===== src/rtl/dbg_regfront_pkg.sv =====
// Package: shared address map, error codes and command verdicts for the
// debug module register front-end.
package dbg_regfront_pkg;

    localparam int ADDR_W = 7;

    localparam logic [ADDR_W-1:0] A_DATA0  = 7'h04;
    localparam logic [ADDR_W-1:0] A_CTRL   = 7'h10;
    localparam logic [ADDR_W-1:0] A_STATUS = 7'h11;
    localparam logic [ADDR_W-1:0] A_HINFO  = 7'h12;
    localparam logic [ADDR_W-1:0] A_ACS    = 7'h16;
    localparam logic [ADDR_W-1:0] A_CMD    = 7'h17;
    localparam logic [ADDR_W-1:0] A_AUTO   = 7'h18;
    localparam logic [ADDR_W-1:0] A_PROG0  = 7'h20;

    localparam logic [3:0] VERSION_CODE = 4'd2;

    typedef enum logic [2:0] {
        ERR_NONE    = 3'd0,
        ERR_BUSY    = 3'd1,
        ERR_NOTSUP  = 3'd2,
        ERR_EXC     = 3'd3,
        ERR_HALTRES = 3'd4
    } cmderr_e;

    typedef enum logic [1:0] {
        V_OK,
        V_NOTSUP,
        V_HALTRES
    } verdict_e;

endpackage


===== src/rtl/dbg_word_window.sv =====
// Module: dbg_word_window
// A small bank of 32-bit words written and read by word index.
// Assumes the caller only presents indices below WORDS; reset clears all words.
module dbg_word_window #(
    parameter int WORDS = 2,
    parameter int IDX_W = 1
) (
    input  logic             clk,
    input  logic             rst_n,
    input  logic             wr_en,
    input  logic [IDX_W-1:0] wr_idx,
    input  logic [31:0]      wr_data,
    input  logic [IDX_W-1:0] rd_idx,
    output logic [31:0]      rd_data
);

    logic [31:0] words [WORDS];

    for (genvar i = 0; i < WORDS; i++) begin : g_word
        // Store one word when it is addressed by a write.
        always_ff @(posedge clk) begin
            if (!rst_n) begin
                words[i] <= '0;
            end else if (wr_en && wr_idx == IDX_W'(i)) begin
                words[i] <= wr_data;
            end
        end
    end

    // Select the addressed word for reading.
    always_comb begin
        rd_data = '0;
        for (int i = 0; i < WORDS; i++) begin
            if (rd_idx == IDX_W'(i)) rd_data = words[i];
        end
    end

endmodule


===== src/rtl/dbg_hart_state.sv =====
// Module: dbg_hart_state
// Per-hart debug state: halted, resume acknowledge, resume flag, halt request.
// Also looks up the state of the currently selected hart.
// Assumes hart events and control writes do not target the same hart in the
// same cycle; when they do, the hart event wins.
module dbg_hart_state #(
    parameter int NUM_HARTS = 4,
    parameter int HSEL_W    = 4
) (
    input  logic                 clk,
    input  logic                 rst_n,
    input  logic                 clr_all,
    input  logic                 ctrl_wr,
    input  logic [HSEL_W-1:0]    ctrl_sel,
    input  logic                 ctrl_haltreq,
    input  logic                 ctrl_resumereq,
    input  logic                 halt_ev,
    input  logic                 resume_ev,
    input  logic [HSEL_W-1:0]    ev_id,
    input  logic [HSEL_W-1:0]    cur_sel,
    output logic [NUM_HARTS-1:0] halt_req,
    output logic [NUM_HARTS-1:0] resume_req,
    output logic                 sel_exists,
    output logic                 sel_halted,
    output logic                 sel_ack
);

    logic [NUM_HARTS-1:0] halted_v;
    logic [NUM_HARTS-1:0] ack_v;

    for (genvar i = 0; i < NUM_HARTS; i++) begin : g_hart
        localparam logic [HSEL_W-1:0] ID = HSEL_W'(i);
        logic h_q, a_q, r_q, q_q;
        logic ev_me, ctl_me;

        assign ev_me  = (ev_id == ID);
        assign ctl_me = ctrl_wr && (ctrl_sel == ID);

        // Track halted state from the hart's own reports.
        always_ff @(posedge clk) begin
            if (!rst_n)                h_q <= 1'b0;
            else if (halt_ev && ev_me)   h_q <= 1'b1;
            else if (resume_ev && ev_me) h_q <= 1'b0;
        end

        // Resume acknowledge: set by resume report, cleared by a new resume request.
        always_ff @(posedge clk) begin
            if (!rst_n)                          a_q <= 1'b0;
            else if (resume_ev && ev_me)         a_q <= 1'b1;
            else if (ctl_me && ctrl_resumereq)   a_q <= 1'b0;
        end

        // Resume flag: raised by a resume request, dropped once the hart resumes.
        always_ff @(posedge clk) begin
            if (!rst_n)                          r_q <= 1'b0;
            else if (resume_ev && ev_me)         r_q <= 1'b0;
            else if (ctl_me && ctrl_resumereq)   r_q <= 1'b1;
        end

        // Halt request: follows the haltreq bit of control writes to this hart.
        always_ff @(posedge clk) begin
            if (!rst_n)       q_q <= 1'b0;
            else if (clr_all) q_q <= 1'b0;
            else if (ctl_me)  q_q <= ctrl_haltreq;
        end

        assign halted_v[i]   = h_q;
        assign ack_v[i]      = a_q;
        assign resume_req[i] = r_q;
        assign halt_req[i]   = q_q;
    end

    // Look up the selected hart; an index past the last hart does not exist.
    always_comb begin
        sel_exists = 1'b0;
        sel_halted = 1'b0;
        sel_ack    = 1'b0;
        for (int i = 0; i < NUM_HARTS; i++) begin
            if (cur_sel == HSEL_W'(i)) begin
                sel_exists = 1'b1;
                sel_halted = halted_v[i];
                sel_ack    = ack_v[i];
            end
        end
    end

endmodule


===== src/rtl/dbg_cmd_check.sv =====
// Module: dbg_cmd_check
// Decides whether an abstract command may launch.
// Purely combinational; assumes register numbers 0x1000..0x101F are the only
// transferable ones and that sizes 2 and 3 are the only supported widths.
module dbg_cmd_check
    import dbg_regfront_pkg::*;
(
    input  logic [7:0]  cmd_type,
    input  logic [2:0]  cmd_size,
    input  logic        cmd_transfer,
    input  logic [15:0] cmd_regno,
    input  logic        sel_halted,
    output verdict_e    verdict
);

    // Rank the checks: type first, then hart state, then transfer legality.
    always_comb begin
        verdict = V_OK;
        if (cmd_type != 8'd0) begin
            verdict = V_NOTSUP;
        end else if (!sel_halted) begin
            verdict = V_HALTRES;
        end else if (cmd_transfer) begin
            if (cmd_regno < 16'h1000 || cmd_regno > 16'h101F) verdict = V_NOTSUP;
            else if (cmd_size != 3'd2 && cmd_size != 3'd3)    verdict = V_NOTSUP;
        end
    end

endmodule


===== src/rtl/dbg_regfront.sv =====
// Module: dbg_regfront
// Register front-end of the debug module: decodes transport requests, keeps
// control, abstract-command status and auto-execute state, answers every
// request one cycle later and launches abstract commands.
// Assumes one request per strobe and DATA_WORDS <= 12, PROG_WORDS <= 16.
module dbg_regfront
    import dbg_regfront_pkg::*;
#(
    parameter int          NUM_HARTS  = 4,
    parameter int          HSEL_W     = 4,
    parameter int          DATA_WORDS = 2,
    parameter int          PROG_WORDS = 4,
    parameter logic [11:0] DATA_ADDR  = 12'h380
) (
    input  logic                 clk,
    input  logic                 rst_n,
    input  logic                 req_valid,
    input  logic                 req_write,
    input  logic [6:0]           req_addr,
    input  logic [31:0]          req_wdata,
    output logic                 rsp_valid,
    output logic [31:0]          rsp_rdata,
    output logic                 rsp_err,
    input  logic                 hart_halt_ev,
    input  logic                 hart_resume_ev,
    input  logic [HSEL_W-1:0]    hart_ev_id,
    input  logic                 cmd_done,
    input  logic                 cmd_exc,
    output logic [NUM_HARTS-1:0] halt_req,
    output logic [NUM_HARTS-1:0] resume_req,
    output logic                 ndm_reset,
    output logic                 cmd_go,
    output logic [31:0]          cmd_word,
    output logic                 cmd_busy
);

    localparam int DIDX_W = (DATA_WORDS > 1) ? $clog2(DATA_WORDS) : 1;
    localparam int PIDX_W = (PROG_WORDS > 1) ? $clog2(PROG_WORDS) : 1;

    // Control and abstract state.
    logic              ctl_active, ctl_haltreq, ctl_resumereq, ctl_ndm;
    logic [HSEL_W-1:0] hartsel;
    cmderr_e           cmderr, cmderr_n;
    logic              busy, busy_n, go_n;
    logic [DATA_WORDS-1:0] auto_data;
    logic [PROG_WORDS-1:0] auto_prog;
    logic [31:0]       cmd_reg;

    // Decode.
    logic [ADDR_W-1:0] off_d, off_p;
    logic              is_data, is_prog, is_known;
    logic [DIDX_W-1:0] didx;
    logic [PIDX_W-1:0] pidx;
    logic              wr, acc_data, acc_prog;
    logic              wr_ctrl, wr_cmd, wr_acs, wr_auto, deact;
    logic              auto_hit, perform;
    logic [31:0]       perform_word;
    logic [31:0]       data_rd, prog_rd, rdata_c;
    logic              sel_exists, sel_halted, sel_ack;
    verdict_e          verdict;

    // Work out which window or register the request addresses.
    always_comb begin
        off_d   = req_addr - A_DATA0;
        off_p   = req_addr - A_PROG0;
        is_data = (req_addr >= A_DATA0) && (off_d < ADDR_W'(DATA_WORDS));
        is_prog = (req_addr >= A_PROG0) && (off_p < ADDR_W'(PROG_WORDS));
        didx    = off_d[DIDX_W-1:0];
        pidx    = off_p[PIDX_W-1:0];
        is_known = is_data || is_prog ||
                   req_addr == A_CTRL || req_addr == A_STATUS ||
                   req_addr == A_HINFO || req_addr == A_ACS ||
                   req_addr == A_CMD || req_addr == A_AUTO;
    end

    // Form per-register strobes and the command launch request.
    always_comb begin
        wr       = req_valid && req_write;
        acc_data = req_valid && is_data;
        acc_prog = req_valid && is_prog;
        wr_ctrl  = wr && req_addr == A_CTRL;
        wr_cmd   = wr && req_addr == A_CMD;
        wr_acs   = wr && req_addr == A_ACS;
        wr_auto  = wr && req_addr == A_AUTO;
        deact    = wr_ctrl && !req_wdata[0];
        auto_hit = (acc_data && auto_data[didx]) || (acc_prog && auto_prog[pidx]);
        perform  = wr_cmd || auto_hit;
        perform_word = wr_cmd ? req_wdata : cmd_reg;
    end

    dbg_word_window #(.WORDS(DATA_WORDS), .IDX_W(DIDX_W)) u_data (
        .clk     (clk),
        .rst_n   (rst_n),
        .wr_en   (wr && is_data),
        .wr_idx  (didx),
        .wr_data (req_wdata),
        .rd_idx  (didx),
        .rd_data (data_rd)
    );

    dbg_word_window #(.WORDS(PROG_WORDS), .IDX_W(PIDX_W)) u_prog (
        .clk     (clk),
        .rst_n   (rst_n),
        .wr_en   (wr && is_prog),
        .wr_idx  (pidx),
        .wr_data (req_wdata),
        .rd_idx  (pidx),
        .rd_data (prog_rd)
    );

    dbg_hart_state #(.NUM_HARTS(NUM_HARTS), .HSEL_W(HSEL_W)) u_harts (
        .clk            (clk),
        .rst_n          (rst_n),
        .clr_all        (deact),
        .ctrl_wr        (wr_ctrl && req_wdata[0]),
        .ctrl_sel       (req_wdata[16 +: HSEL_W]),
        .ctrl_haltreq   (req_wdata[31]),
        .ctrl_resumereq (req_wdata[30]),
        .halt_ev        (hart_halt_ev),
        .resume_ev      (hart_resume_ev),
        .ev_id          (hart_ev_id),
        .cur_sel        (hartsel),
        .halt_req       (halt_req),
        .resume_req     (resume_req),
        .sel_exists     (sel_exists),
        .sel_halted     (sel_halted),
        .sel_ack        (sel_ack)
    );

    dbg_cmd_check u_check (
        .cmd_type     (perform_word[31:24]),
        .cmd_size     (perform_word[22:20]),
        .cmd_transfer (perform_word[17]),
        .cmd_regno    (perform_word[15:0]),
        .sel_halted   (sel_halted),
        .verdict      (verdict)
    );

    // Next error code, busy flag and launch pulse, in rising priority.
    always_comb begin
        cmderr_n = cmderr;
        busy_n   = busy;
        go_n     = 1'b0;
        if (cmd_done) busy_n = 1'b0;
        if (cmd_exc && cmderr_n == ERR_NONE) cmderr_n = ERR_EXC;
        if (acc_data && busy && cmderr_n == ERR_NONE) cmderr_n = ERR_BUSY;
        if (perform && cmderr_n == ERR_NONE) begin
            if (busy) begin
                cmderr_n = ERR_BUSY;
            end else begin
                case (verdict)
                    V_OK:      begin busy_n = 1'b1; go_n = 1'b1; end
                    V_HALTRES: cmderr_n = ERR_HALTRES;
                    default:   cmderr_n = ERR_NOTSUP;
                endcase
            end
        end
        if (wr_acs) cmderr_n = cmderr_e'(cmderr_n & ~req_wdata[10:8]);
        if (deact) begin
            cmderr_n = ERR_NONE;
            busy_n   = 1'b0;
            go_n     = 1'b0;
        end
    end

    // Hold the abstract-command state and the launch outputs.
    always_ff @(posedge clk) begin
        if (!rst_n) begin
            cmderr   <= ERR_NONE;
            busy     <= 1'b0;
            cmd_go   <= 1'b0;
            cmd_word <= '0;
            cmd_reg  <= '0;
        end else begin
            cmderr <= cmderr_n;
            busy   <= busy_n;
            cmd_go <= go_n;
            if (go_n)   cmd_word <= perform_word;
            if (wr_cmd) cmd_reg  <= req_wdata;
        end
    end

    // Hold control fields; capture only while active, clear on deactivation.
    always_ff @(posedge clk) begin
        if (!rst_n || deact) begin
            ctl_active    <= 1'b0;
            ctl_haltreq   <= 1'b0;
            ctl_resumereq <= 1'b0;
            ctl_ndm       <= 1'b0;
            hartsel       <= '0;
        end else if (wr_ctrl) begin
            ctl_active    <= 1'b1;
            ctl_haltreq   <= req_wdata[31];
            ctl_resumereq <= req_wdata[30];
            ctl_ndm       <= req_wdata[1];
            hartsel       <= req_wdata[16 +: HSEL_W];
        end
    end

    // Hold the auto-execute masks.
    always_ff @(posedge clk) begin
        if (!rst_n || deact) begin
            auto_data <= '0;
            auto_prog <= '0;
        end else if (wr_auto) begin
            auto_data <= req_wdata[0 +: DATA_WORDS];
            auto_prog <= req_wdata[16 +: PROG_WORDS];
        end
    end

    // Assemble read data for the addressed register.
    always_comb begin
        rdata_c = '0;
        if (is_data) begin
            rdata_c = data_rd;
        end else if (is_prog) begin
            rdata_c = prog_rd;
        end else begin
            case (req_addr)
                A_CTRL: begin
                    rdata_c[31]            = ctl_haltreq;
                    rdata_c[30]            = ctl_resumereq;
                    rdata_c[16 +: HSEL_W]  = hartsel;
                    rdata_c[1]             = ctl_ndm;
                    rdata_c[0]             = ctl_active;
                end
                A_STATUS: begin
                    rdata_c[3:0]  = VERSION_CODE;
                    rdata_c[7]    = 1'b1;
                    rdata_c[9]    = sel_exists && sel_halted;
                    rdata_c[8]    = sel_exists && sel_halted;
                    rdata_c[11]   = sel_exists && !sel_halted;
                    rdata_c[10]   = sel_exists && !sel_halted;
                    rdata_c[15]   = !sel_exists;
                    rdata_c[14]   = !sel_exists;
                    rdata_c[17]   = sel_exists && sel_ack;
                    rdata_c[16]   = sel_exists && sel_ack;
                end
                A_HINFO: begin
                    rdata_c[23:20] = 4'd1;
                    rdata_c[16]    = 1'b1;
                    rdata_c[15:12] = 4'(DATA_WORDS);
                    rdata_c[11:0]  = DATA_ADDR;
                end
                A_ACS: begin
                    rdata_c[28:24] = 5'(PROG_WORDS);
                    rdata_c[12]    = busy;
                    rdata_c[10:8]  = cmderr;
                    rdata_c[3:0]   = 4'(DATA_WORDS);
                end
                A_AUTO: begin
                    rdata_c[16 +: PROG_WORDS] = auto_prog;
                    rdata_c[0 +: DATA_WORDS]  = auto_data;
                end
                default: rdata_c = '0;
            endcase
        end
    end

    // Register the response one cycle after the request.
    always_ff @(posedge clk) begin
        if (!rst_n) begin
            rsp_valid <= 1'b0;
            rsp_rdata <= '0;
            rsp_err   <= 1'b0;
        end else begin
            rsp_valid <= req_valid;
            rsp_err   <= req_valid && !is_known;
            rsp_rdata <= (req_valid && !req_write && is_known) ? rdata_c : '0;
        end
    end

    assign ndm_reset = ctl_ndm;
    assign cmd_busy  = busy;

endmodule


===== config.mk =====
export PLATFORM = sky130hd
export DESIGN_NAME = dbg_regfront
export DESIGN_NICKNAME = d
export VERILOG_FILES = /design/src/rtl/dbg_regfront_pkg.sv /design/src/rtl/dbg_word_window.sv /design/src/rtl/dbg_hart_state.sv /design/src/rtl/dbg_cmd_check.sv /design/src/rtl/dbg_regfront.sv
export SDC_FILE = /design/constraint.sdc
export NUM_CORES = 1
export LEC_CHECK = 0
export ABC_CLOCK_PERIOD_IN_PS = 6100
export BUFFER_PORTS_ARGS = -buffer_cell sky130_fd_sc_hd__buf_2
export CORE_MARGIN = 5
export CORE_UTILIZATION = 59
export DETAILED_ROUTE_END_ITERATION = 8
export PLACE_DENSITY = 0.76
export SLEW_MARGIN = 0
export SYNTH_ARGS = -nofsm -noshare
export SYNTH_HDL_FRONTEND = slang
export SYNTH_SLANG_ARGS = --single-unit

===== constraint.sdc =====
create_clock -name clk -period 6.1 [get_ports clk]
set_input_delay 0.915 -clock clk [delete_from_list [all_inputs] [get_ports clk]]
set_output_delay 0.915 -clock clk [all_outputs]
set_load 0.01 [all_outputs]

==> impl_metrics.tcl <==
set metrics [dict create \
    first_pass_iters 6 \
    yosysSeqAreaShare_pct 61.5 \
    gp_congestion 0.906 \
    yosysUniqueCellTypes 54 \
    synth_area_leaders "edfxtp_1, dfxtp_1, and2_1" \
    grt_pass1_vias 9264 \
    drcViolationCount 0 \
    ios 128 \
    critPathLaunchType "input port" \
    critPathKind "in2reg" \
    clk_pin_slew_ns 0.06 \
    async_flop_share_pct 0 \
    vias_per_cell 5.99 \
    yosys_warnings 0 \
    cpMaxStageDelayCell "o21ai_4" \
    core_um2 22800 \
    synth_top_area_share_pct 42.1 \
    finalHoldViolations 0 \
    crit_path_max_fanout 51 \
    multiInputGateArea_um2 4900 \
    fin_crit_ns 3.60 \
    antenna_found_initial 0 \
    placedCellCount 1486 \
    dieArea_um2 26400 \
    cts_tree "built" \
    grt_pass1_wl_mm 52.7 \
    tns_ns 0 \
    dp.final_hpwl_mm 21.8 \
    rr_endpoint "cmd_word[0]$_SDFFE_PN0P_" \
    status "finished clean" \
    syn_inst 1112 \
    die_y_um 162 \
    drv_slew 0 \
    regToRegSetupSlack_ns 3.62 \
    holdWs_ns 0.454 \
    hold_path.class "reg2reg" \
    n_fill_cell 1597 \
    netlist_area_um2 13700 \
    skew_ns 0.00783 \
    overflow 0 \
    path_cells "buf_2 -> inv_1 -> ha_1 -> nand4bb_1 -> nor4_4 -> buf_4 -> nand2_1 -> o21ai_4" \
    worstReg2RegStart "auto_prog[2]$_SDFFE_PP0P_" \
    synth_nets 1166 \
    drive_gt1_share_pct 21.6 \
    ant_nets 0 \
    reg_top3 "u_prog.words (128), u_data.words (64)" \
    final_cell_count_no_fill 1547 \
    cts-resized-gates 0 \
    cts_hold_buf 0 \
    clock_latency_ns 0.51 \
    p_per_area_nw_per_um2 301 \
    vias 9265 \
    yosysTopAreaCell "edfxtp_1" \
    wl_per_cell_um 22.4 \
    largest-register "u_prog.words" \
    grt_max_degree 57 \
    hold_path_depth 2 \
    dieWidth_um 162 \
    fin_crit_sh_pct 59.0 \
    final-seq-area_um2 8430 \
    nets 1263 \
    std_cell_rows 55 \
    setup_viol 0 \
    cts_buffers 34 \
    fmaxAchievable_mhz 278 \
    total_power_w 0.00472 \
    htreeDepth 2 \
    insertedDiodeCount 0 \
    clk_path_buf_depth 3 \
    routed_wl_mm 34.6 \
    hold-path-endpoint "cmd_reg[20]$_SDFF_PN0_" \
    drt-initial-drc-count 1017 \
    cts_root_buf "clkbuf_16" \
    slowest_delay_ns 0.96 \
    final_common_cell "and2_1" \
    synthFlopType "edfxtp_1" \
    slew_headroom_pct 22.7 \
    p_leak_nw 5.89 \
    initial_core_util_pct 60.2 \
    largest_reg_flops 128 \
    hp-start "cmd_reg[20]$_SDFF_PN0_" \
    ys_seq_elements 325 \
    area_growth_pct 14.3 \
    cts_setup_buffers 0 \
    grt_usage_pct 25.9 \
    most-common-layout-cells "and2_1, edfxtp_1, dfxtp_1" \
    r2r_cells 6 \
    worst_pin_slew_ns 1.16 \
    cts.sinks 325 \
    end_kind "register" \
    max_cap_viol_count 0 \
    cp_data_arrival_time_ns 3.72 \
    rsz0062_at_grt "no" \
    peakVddDrop_mv 0.243 \
    synth_edf_count 192 \
    cp.required_ns 6.22 \
    postSynthAreaPerCell_um2 12.3 \
    io_buffers 127 \
]
worst max-delay path: cells and delay by family:
| family | cells | cell delay (ns) |
|---|---|---|
| compound gates | 1 | 0.96 |
| buf+inv | 3 | 0.77 |
| simple gates | 3 | 0.74 |
| fa+ha+maj | 1 | 0.28 |
logic make-up after synthesis:
family,after synthesis,synth area share [%]
DFF,325,61.5
and+or+nand+nor,453,17.9
xor gates and xnor gates,1,0.0639
buffers and inverters,93,3.05
muxes,94,10.4
AOI/OAI and AO/OA,143,6.86
adders and majority gates,3,0.274
Yosys cell counts (3+ instances only):
| cell | n |
|---|---|
| ha_1 | 3 |
| a22o_1 | 3 |
| mux2i_1 | 20 |
| clkbuf_1 | 56 |
| and3_1 | 9 |
| nand3_1 | 12 |
| inv_1 | 5 |
| nor2_1 | 58 |
| a22oi_1 | 22 |
| buf_4 | 10 |
| mux4_2 | 35 |
| nand2_1 | 107 |
| a21oi_1 | 60 |
| a211oi_1 | 14 |
| nand4bb_1 | 3 |
| nor3b_1 | 4 |
| nand4_1 | 4 |
| o21ai_0 | 12 |
| nor4_1 | 10 |
| mux2_2 | 17 |
| buf_1 | 5 |
| nor2b_1 | 4 |
| mux2_1 | 22 |
| dfxtp_1 | 133 |
| nand2b_1 | 5 |
| o211a_1 | 4 |
| and2_1 | 206 |
| buf_2 | 13 |
| nor3_1 | 18 |
| a221oi_1 | 14 |
| edfxtp_1 | 192 |
metal layers:
metal	global-route usage (%)	up-vias	share of wire, %
met5	0	-	0
met4	7.15	0	2.5
met3	5.62	70	7.8
met2	43.9	377	49
met1	33.9	4628	41
li1	-	4190	-
stage by stage:
step,util (%),setup slack (ns),instance area (um^2)
after global placement,63.8,2.15,14500
after floorplan,-,1.03,13700
after detailed placement,63.8,2.01,14500
after global routing,68.8,2.29,15700
final,68.8,2.50,15700
after CTS,68.8,2.55,15700
power by group:
part           internal, W  total (W)  switching (W)
clock network      0.00124    0.00208       0.000841
logic            0.0000794   0.000230       0.000151
registers          0.00239    0.00241      0.0000209
worst max path at each step:
stage,to,from,cells past startpoint
floorplan,u_prog.words[1][0]$_SDFFCE_PN0P_,req_addr[4],7
global route,cmd_word[18]$_SDFFE_PN0P_,req_addr[0],8
global placement,cmd_word[0]$_SDFFE_PN0P_,req_addr[0],8
detailed placement,u_data.words[0][23]$_SDFFCE_PN0P_,req_addr[2],8
finish,u_data.words[0][23]$_SDFFCE_PN0P_,req_addr[2],8
CTS,u_data.words[0][30]$_SDFFCE_PN0P_,req_addr[2],8
area by class of cell:
type	instances	share of cell area, %
clock buffer	42	6.08
inverter	7	0.168
tap	313	2.50
multi-input combinational	694	31.3
clock inverter	19	1.15
timing repair buffer	147	5.03
sequential	325	53.8
Note: power is estimated with default switching activity, not from simulation.
